## config.mk

```make
export PLATFORM = sky130hd
export DESIGN_NAME = loop_addr_gen
export DESIGN_NICKNAME = d
export VERILOG_FILES = /design/src/rtl/loop_addr_gen.sv
export SDC_FILE = /design/constraint.sdc
export NUM_CORES = 1
export LEC_CHECK = 0
export BUFFER_PORTS_ARGS = -buffer_cell sky130_fd_sc_hd__buf_2
export CAP_MARGIN = 20
export CORE_MARGIN = 4
export CORE_UTILIZATION = 35
export CTS_CLUSTER_DIAMETER = 150
export DETAILED_ROUTE_END_ITERATION = 10
export GPL_TIMING_DRIVEN = 0
export SLEW_MARGIN = 20
export SYNTH_ARGS = -nofsm -noshare
export SYNTH_HDL_FRONTEND = slang
export SYNTH_SLANG_ARGS = --single-unit
```

## constraint.sdc

```tcl
create_clock -name clk -period 17.2 [get_ports clk]
set_clock_uncertainty 0.2 [all_clocks]
set_input_delay 1.72 -clock clk [delete_from_list [all_inputs] [get_ports clk]]
set_output_delay 1.72 -clock clk [all_outputs]
set_load 0.01 [all_outputs]
```

## src/rtl/loop_addr_gen.sv

```systemverilog
module loop_addr_gen #(
  parameter int AW = 10,
  parameter int CW = 8,
  parameter int SW = 8,
  parameter int PDEPTH = 4,
  localparam int PW = (PDEPTH > 1) ? $clog2(PDEPTH) : 1,
  localparam int WW = 3*CW + 3*SW + AW + 2
) (
  input  logic          clk,
  input  logic          rst_n,
  input  logic          cfg_we,
  input  logic [PW-1:0] cfg_slot,
  input  logic [WW-1:0] cfg_word,
  input  logic          start,
  input  logic          rdy,
  output logic          valid,
  output logic [AW-1:0] addr,
  output logic [1:0]    tag,
  output logic          done
);
  localparam int XW = AW + CW + SW + 4;

  logic [WW-1:0] prog [PDEPTH];
  logic [PW-1:0] pc;
  logic [CW-1:0] i0, i1, i2;
  logic          busy;

  always_ff @(posedge clk)
    if (cfg_we) prog[cfg_slot] <= cfg_word;

  logic [WW-1:0] cur;
  assign cur = prog[pc];

  logic [CW-1:0] c0, c1, c2;
  logic signed [SW-1:0] s0, s1, s2;
  logic [AW-1:0] base;
  logic tri_m, stop;
  assign c0    = cur[CW-1:0];
  assign c1    = cur[2*CW-1:CW];
  assign c2    = cur[3*CW-1:2*CW];
  assign s0    = cur[3*CW+SW-1:3*CW];
  assign s1    = cur[3*CW+2*SW-1:3*CW+SW];
  assign s2    = cur[3*CW+3*SW-1:3*CW+2*SW];
  assign base  = cur[3*CW+3*SW+AW-1:3*CW+3*SW];
  assign tri_m = cur[WW-2];
  assign stop  = cur[WW-1];

  logic [CW:0]   n0;
  logic [CW-1:0] n1, n2;
  assign n0 = tri_m ? ({1'b0, i1} + 1'b1) : ((c0 == '0) ? (CW+1)'(1) : {1'b0, c0});
  assign n1 = (c1 == '0) ? CW'(1) : c1;
  assign n2 = (c2 == '0) ? CW'(1) : c2;

  logic last0, last1, last2, last_word, final_a, fire;
  assign last0     = ({1'b0, i0} == n0 - 1'b1);
  assign last1     = (i1 == n1 - 1'b1);
  assign last2     = (i2 == n2 - 1'b1);
  assign last_word = stop || (pc == PW'(PDEPTH-1));
  assign final_a   = last0 && last1 && last2 && last_word;
  assign fire      = busy && rdy;

  logic signed [XW-1:0] sum;
  always_comb begin
    sum = XW'($signed({1'b0, base}))
        + XW'($signed({1'b0, i0})) * XW'(s0)
        + XW'($signed({1'b0, i1})) * XW'(s1)
        + XW'($signed({1'b0, i2})) * XW'(s2);
  end

  assign valid = busy;
  assign addr  = sum[AW-1:0];
  assign tag   = !busy ? 2'b00 : final_a ? 2'b10 : last0 ? 2'b01 : 2'b00;

  always_ff @(posedge clk) begin
    if (!rst_n) begin
      busy <= 1'b0;
      done <= 1'b0;
      pc   <= '0;
      i0   <= '0;
      i1   <= '0;
      i2   <= '0;
    end else begin
      done <= fire && final_a;
      if (!busy) begin
        if (start) begin
          busy <= 1'b1;
          pc   <= '0;
          i0   <= '0;
          i1   <= '0;
          i2   <= '0;
        end
      end else if (fire) begin
        if (final_a) begin
          busy <= 1'b0;
        end else if (!last0) begin
          i0 <= i0 + 1'b1;
        end else begin
          i0 <= '0;
          if (!last1) begin
            i1 <= i1 + 1'b1;
          end else begin
            i1 <= '0;
            if (!last2) begin
              i2 <= i2 + 1'b1;
            end else begin
              i2 <= '0;
              pc <= pc + 1'b1;
            end
          end
        end
      end
    end
  end
endmodule

```

* After elaboration in Yosys (flattened, before gate mapping) *
Memories as Yosys holds them, arrays and structs flattened. A register that Yosys moved wholly into a read port is not among the register bits.
Index checks and enable logic that the tools add are counted.

storage, ports and cells
  register bits after elaboration = 28
  RAM bits = 240
  input bits = 67
  output and inout port bits = 14
  word-level logic and storage cells = 82
  memories = 1

cells by class
  $add $sub $neg = 11
  multipliers = 3
  equality and inequality tests = 9
  multiplexer cells = 38
  reductions and logical operators = 14

memories
  name  words  bits a word  rd ports  clocked after Yosys merged registers in  wr ports  RTL line  source
  prog  4      60           1         1                                        1         23        logic [WW-1:0] prog [PDEPTH];

operators by type and width
  kind                                                                 count
  8-bit two-way mux                                                    19
  10-bit adder                                                         3
  9-bit by 8-bit multiplier with 10-bit output                         3
  8-bit by 1-bit adder with 8-bit output (second input constant)       3
  8-bit zero test                                                      3
  2-bit two-way mux                                                    11
  8-bit equality test                                                  2
  8-bit by 1-bit subtractor with 8-bit output (second input constant)  2
  8-bit by 1-bit adder with 9-bit output (second input constant)       1
  8-bit by 9-bit equality test with 1-bit output                       1
  9-bit two-way mux                                                    1
  9-bit by 1-bit subtractor with 9-bit output (second input constant)  1
  2-bit by 1-bit != test with 1-bit output (second input constant)     4
  1-bit two-way mux                                                    7
  6-bit AND reduction                                                  1
  1-bit logical AND                                                    5
  5-bit AND reduction                                                  1
  4-bit AND reduction                                                  1
  3-bit AND reduction                                                  1
  2-bit by 1-bit adder with 2-bit output (second input constant)       1
  2-bit equality test (second input constant)                          1
  2-bit != test (second input constant)                                1
  2-bit nonzero test                                                   1
  1-bit logical OR                                                     1

* Longest topological paths before layout *
  depth after elaboration = 13
  mapped depth = 29
  mapped depth without buffers = 24

* Least setup slack after synthesis *
No wires, ideal clock.

  path kind = register -> output
  start = register (tool-made name)
  end = output addr[9]
  arrival = 7.221 ns
  required time = 15.280 ns
  slack = 8.059 ns
  stages on the path, launching flop included = 25
  path buffers = 5
  path through = dfxtp_1 -> buf_6 -> buf_2 -> buf_2 -> buf_2 -> buf_1 -> mux4_2 -> and2_1 -> fa_1 -> inv_1 -> fa_1 -> inv_1 -> fa_1 -> fa_1 -> inv_1 -> fa_1 -> fa_1 -> fa_1 -> xnor2_1 -> xnor2_1 -> xnor2_1 -> xnor2_1 -> xnor2_1 -> xnor2_1 -> xnor2_1

RTL lines
  element        RTL line  source
  end, declared  17        output logic [AW-1:0] addr,

==> run_results.csv <==
group,metric,value,unit
power_and_ir_drop,clkPwrFrac,0.369,
logic_synthesis,synth_seq_area_share,0.482,
power_and_ir_drop,comb_power_share,0.112,
clock_network,cts_resized,0,
logic_synthesis,ys_ff_latch,270,
die,pin_count,81,
power_and_ir_drop,p_per_area,79.0,nW/um^2
power_and_ir_drop,p_sw_frac,0.230,
logic_synthesis,yosysWarnings,0,
critical_path,critPathLaunchType,"register",
power_and_ir_drop,power_frac_seq,0.519,
clock_network,post_cts_buffers,0,
logic_synthesis,yosysTopAreaCellShare,0.445,
global_routing,grt_first_pass_wirelength,56800,microns
timing,slew_violations,0,
logic_synthesis,synth_most_common_cell,"edfxtp_1",
logic_synthesis,synthesis.nets,1466,
global_routing,grt_max_degree,44,
die,fp.dieArea,49700,sq um
die,coreArea,45600,sq um
routing,dr.pass1.iters,5,
clock_network,clock_latency,0.55,ns
logic_synthesis,synth_edf_count,240,
logic_synthesis,synth_ff_type,"edfxtp_1",
global_routing,antenna_found_initial,3,
die,die_h,223,microns
final_layout,fin_area,18300,sq um
clock_network,cts_max_path_buffers,3,
routing,via_count,9783,
clock_network,h-tree-depth,1,
clock_network,root_buffer,"clkbuf_16",
clock_network,cts.sinks,270,
routing,wl,35400,microns
routing,drt-initial-drc-count,582,
logic_synthesis,ys_top_cells_by_count,"edfxtp_1, inv_1, fa_1",
global_routing,grt_pass1_vias,10300,
timing,rsz0062_at_grt,"false",
final_layout,drive_gt1_frac,0.157,
die,rows,78,
logic_synthesis,syn_avg_cell_area,13.2,sq um
clock_network,hold_buffers,0,
clock_network,cts_tree,"built",
placed_design,pre_cts_ws,6.81,ns
power_and_ir_drop,leakage,6.71,nW
critical_path,endpoint_kind,"output port",
timing,fin_crit_sh,0.629,
final_layout,synthToLayoutAreaGrowth,13.2,%
routing,viasPerCell,4.99,
logic_synthesis,async_flop_share,0,
final_layout,finish.utilization,0.402,
job,drv_cap,0,
logic_synthesis,syn-instance-count,1222,
run_status,outcome,"complete, no violations",
timing,tns,0,ns
power_and_ir_drop,vdd.ir_drop.worst,61.3,uV
final_layout,diodes,0,
timing,fmax,0.0925,GHz
critical_path,required,15.28,ns
logic_synthesis,netlist_top_cells_area,"edfxtp_1, fa_1, mux4_2",
placed_design,gp_congestion,0.852,
routing,wl_per_cell,18.1,microns
power_and_ir_drop,p_switching,333,uW
timing,slew-limit-headroom,0.423,
logic_synthesis,yosysTopAreaCell,"edfxtp_1",
power_and_ir_drop,finalPower,1.45,mW
critical_path,r2r_cells,20,
power_and_ir_drop,p_int,1.11,mW
timing,setup_violations,0,
logic_synthesis,synth_area,16200,sq um
routing,drc,0,
critical_path,cp-endpoint,"addr[9]",
logic_synthesis,yosysUniqueCellTypes,75,
critical_path,path_max_fanout,10,
placed_design,portBuffers,79,
clock_network,cts_made_buffers,26,
hold_path,worst_hold_path_type,"reg -> reg",
final_layout,nets,1586,
timing,worst_pin_slew,0.866,ns
placed_design,dp_hpwl,27600,microns
critical_path,cp.arrival,8.89,ns
die,die_width,223,microns
clock_network,path_clk_slew,0.06,ns
die,start_util,0.355,
placed_design,post_dp_cell_area,17500,sq um
timing,min_period,10.81,ns
timing,worst_slack,6.39,ns
critical_path,r2r_setup_slack,11.56,ns
critical_path,worstSetupPathType,"reg -> out",
global_routing,grt_util_all_layers,0.143,
routing,ant_nets,0,
timing,finalHoldViolCount,0,
global_routing,grt-ovfl-total,0,
-- flip-flops by register name (all words and copies together), names as in the netlist, named ones only --
name	flops
prog	240
i0	8
pc	2
done	1
i2	8
i1	8
valid	1
-- per-layer routing --
layer / global-route usage / up-vias / wire length (microns) / part of all wire
met5: 0 / - / 41 / 0.0012
met4: 0.0330 / 6 / 628 / 0.018
li1: - / 4576 / - / -
met2: 0.244 / 222 / 17600 / 0.50
met1: 0.189 / 4928 / 15200 / 0.43
met3: 0.0287 / 51 / 1940 / 0.055
-- power by group through the flow --
stage          clock network, mW  registers, mW  logic, mW
2_1_floorplan                  0          0.765     0.0997
3_3_place_gp                   0          0.767      0.158
3_5_place_dp                   0          0.766      0.164
4_1_cts                    0.549          0.752      0.165
5_1_grt                    0.578          0.753      0.180
6_report                   0.533          0.751      0.162
-- critical path, cell delays in order, from the launching register on --
cell      delay, ns
dfxtp_1        0.30
buf_2          0.24
buf_2          0.35
buf_2          0.37
buf_2          0.32
clkbuf_1       0.48
clkbuf_1       0.58
mux4_2         0.51
and2_1         0.21
fa_1           0.47
inv_1          0.05
fa_1           0.41
fa_1           0.52
inv_1          0.05
fa_1           0.50
inv_1          0.05
fa_1           0.56
fa_1           0.44
fa_1           0.41
xnor2_1        0.29
xnor2_1        0.17
xnor2_1        0.15
xnor2_1        0.15
xnor2_1        0.10
xnor2_1        0.30
xnor2_1        0.15
buf_2          0.17
-- worst min path at each step --
stage          startpoint  endpoint  slack, ns  depth (start not counted)
3_5_place_dp        pc[1]     pc[1]       0.31                          2
5_1_grt             pc[1]     pc[1]       0.34                          2
6_report            pc[1]     pc[1]       0.32                          2
4_1_cts             pc[1]     pc[1]       0.32                          2
3_3_place_gp        pc[1]     pc[1]       0.29                          2
2_1_floorplan       pc[1]  register       0.27                          2
-- layout by cell type, fill, tap and decap left out, types with 27 or more instances in the layout --
master,count
clkbuf_1,45
o21ai_0,30
and2_1,80
mux4_2,57
ha_1,76
nand2_1,89
inv_1,154
edfxtp_1,240
clkbuf_16,27
nor2_1,29
fa_1,101
buf_2,89
dfxtp_1,30
xnor2_1,60
-- kinds of logic after synthesis --
| kind of cell | after synthesis | synth area share |
|---|---|---|
| AND/OR/NAND/NOR | 309 | 0.103 |
| flip-flops | 270 | 0.482 |
| buffers and inverters | 204 | 0.0499 |
| adder cells (fa/ha/maj) | 177 | 0.184 |
| AO/OA/AOI/OAI | 116 | 0.0500 |
| XOR/XNOR | 77 | 0.0417 |
| multiplexers | 69 | 0.0898 |
-- cell type report --
class | count | area [sq um]
Sequential cell | 270 | 7810
Multi-Input combinational cell | 748 | 7590
Buffer | 50 | 230
Clock inverter | 9 | 73.8
Clock buffer | 37 | 713
Tap cell | 600 | 751
Inverter | 154 | 578
Timing Repair Buffer | 92 | 571
Fill cell | 4321 | 27300
-- stage by stage --
| step | instances | hold slack, ns |
|---|---|---|
| 2_1_floorplan | 1222 | 0.275 |
| 3_3_place_gp | 1901 | 0.291 |
| 3_5_place_dp | 1914 | 0.312 |
| 4_1_cts | 1960 | 0.321 |
| 5_1_grt | 1960 | 0.341 |
| 6_report | 1960 | 0.319 |
Power figures use the tool's default switching activity.
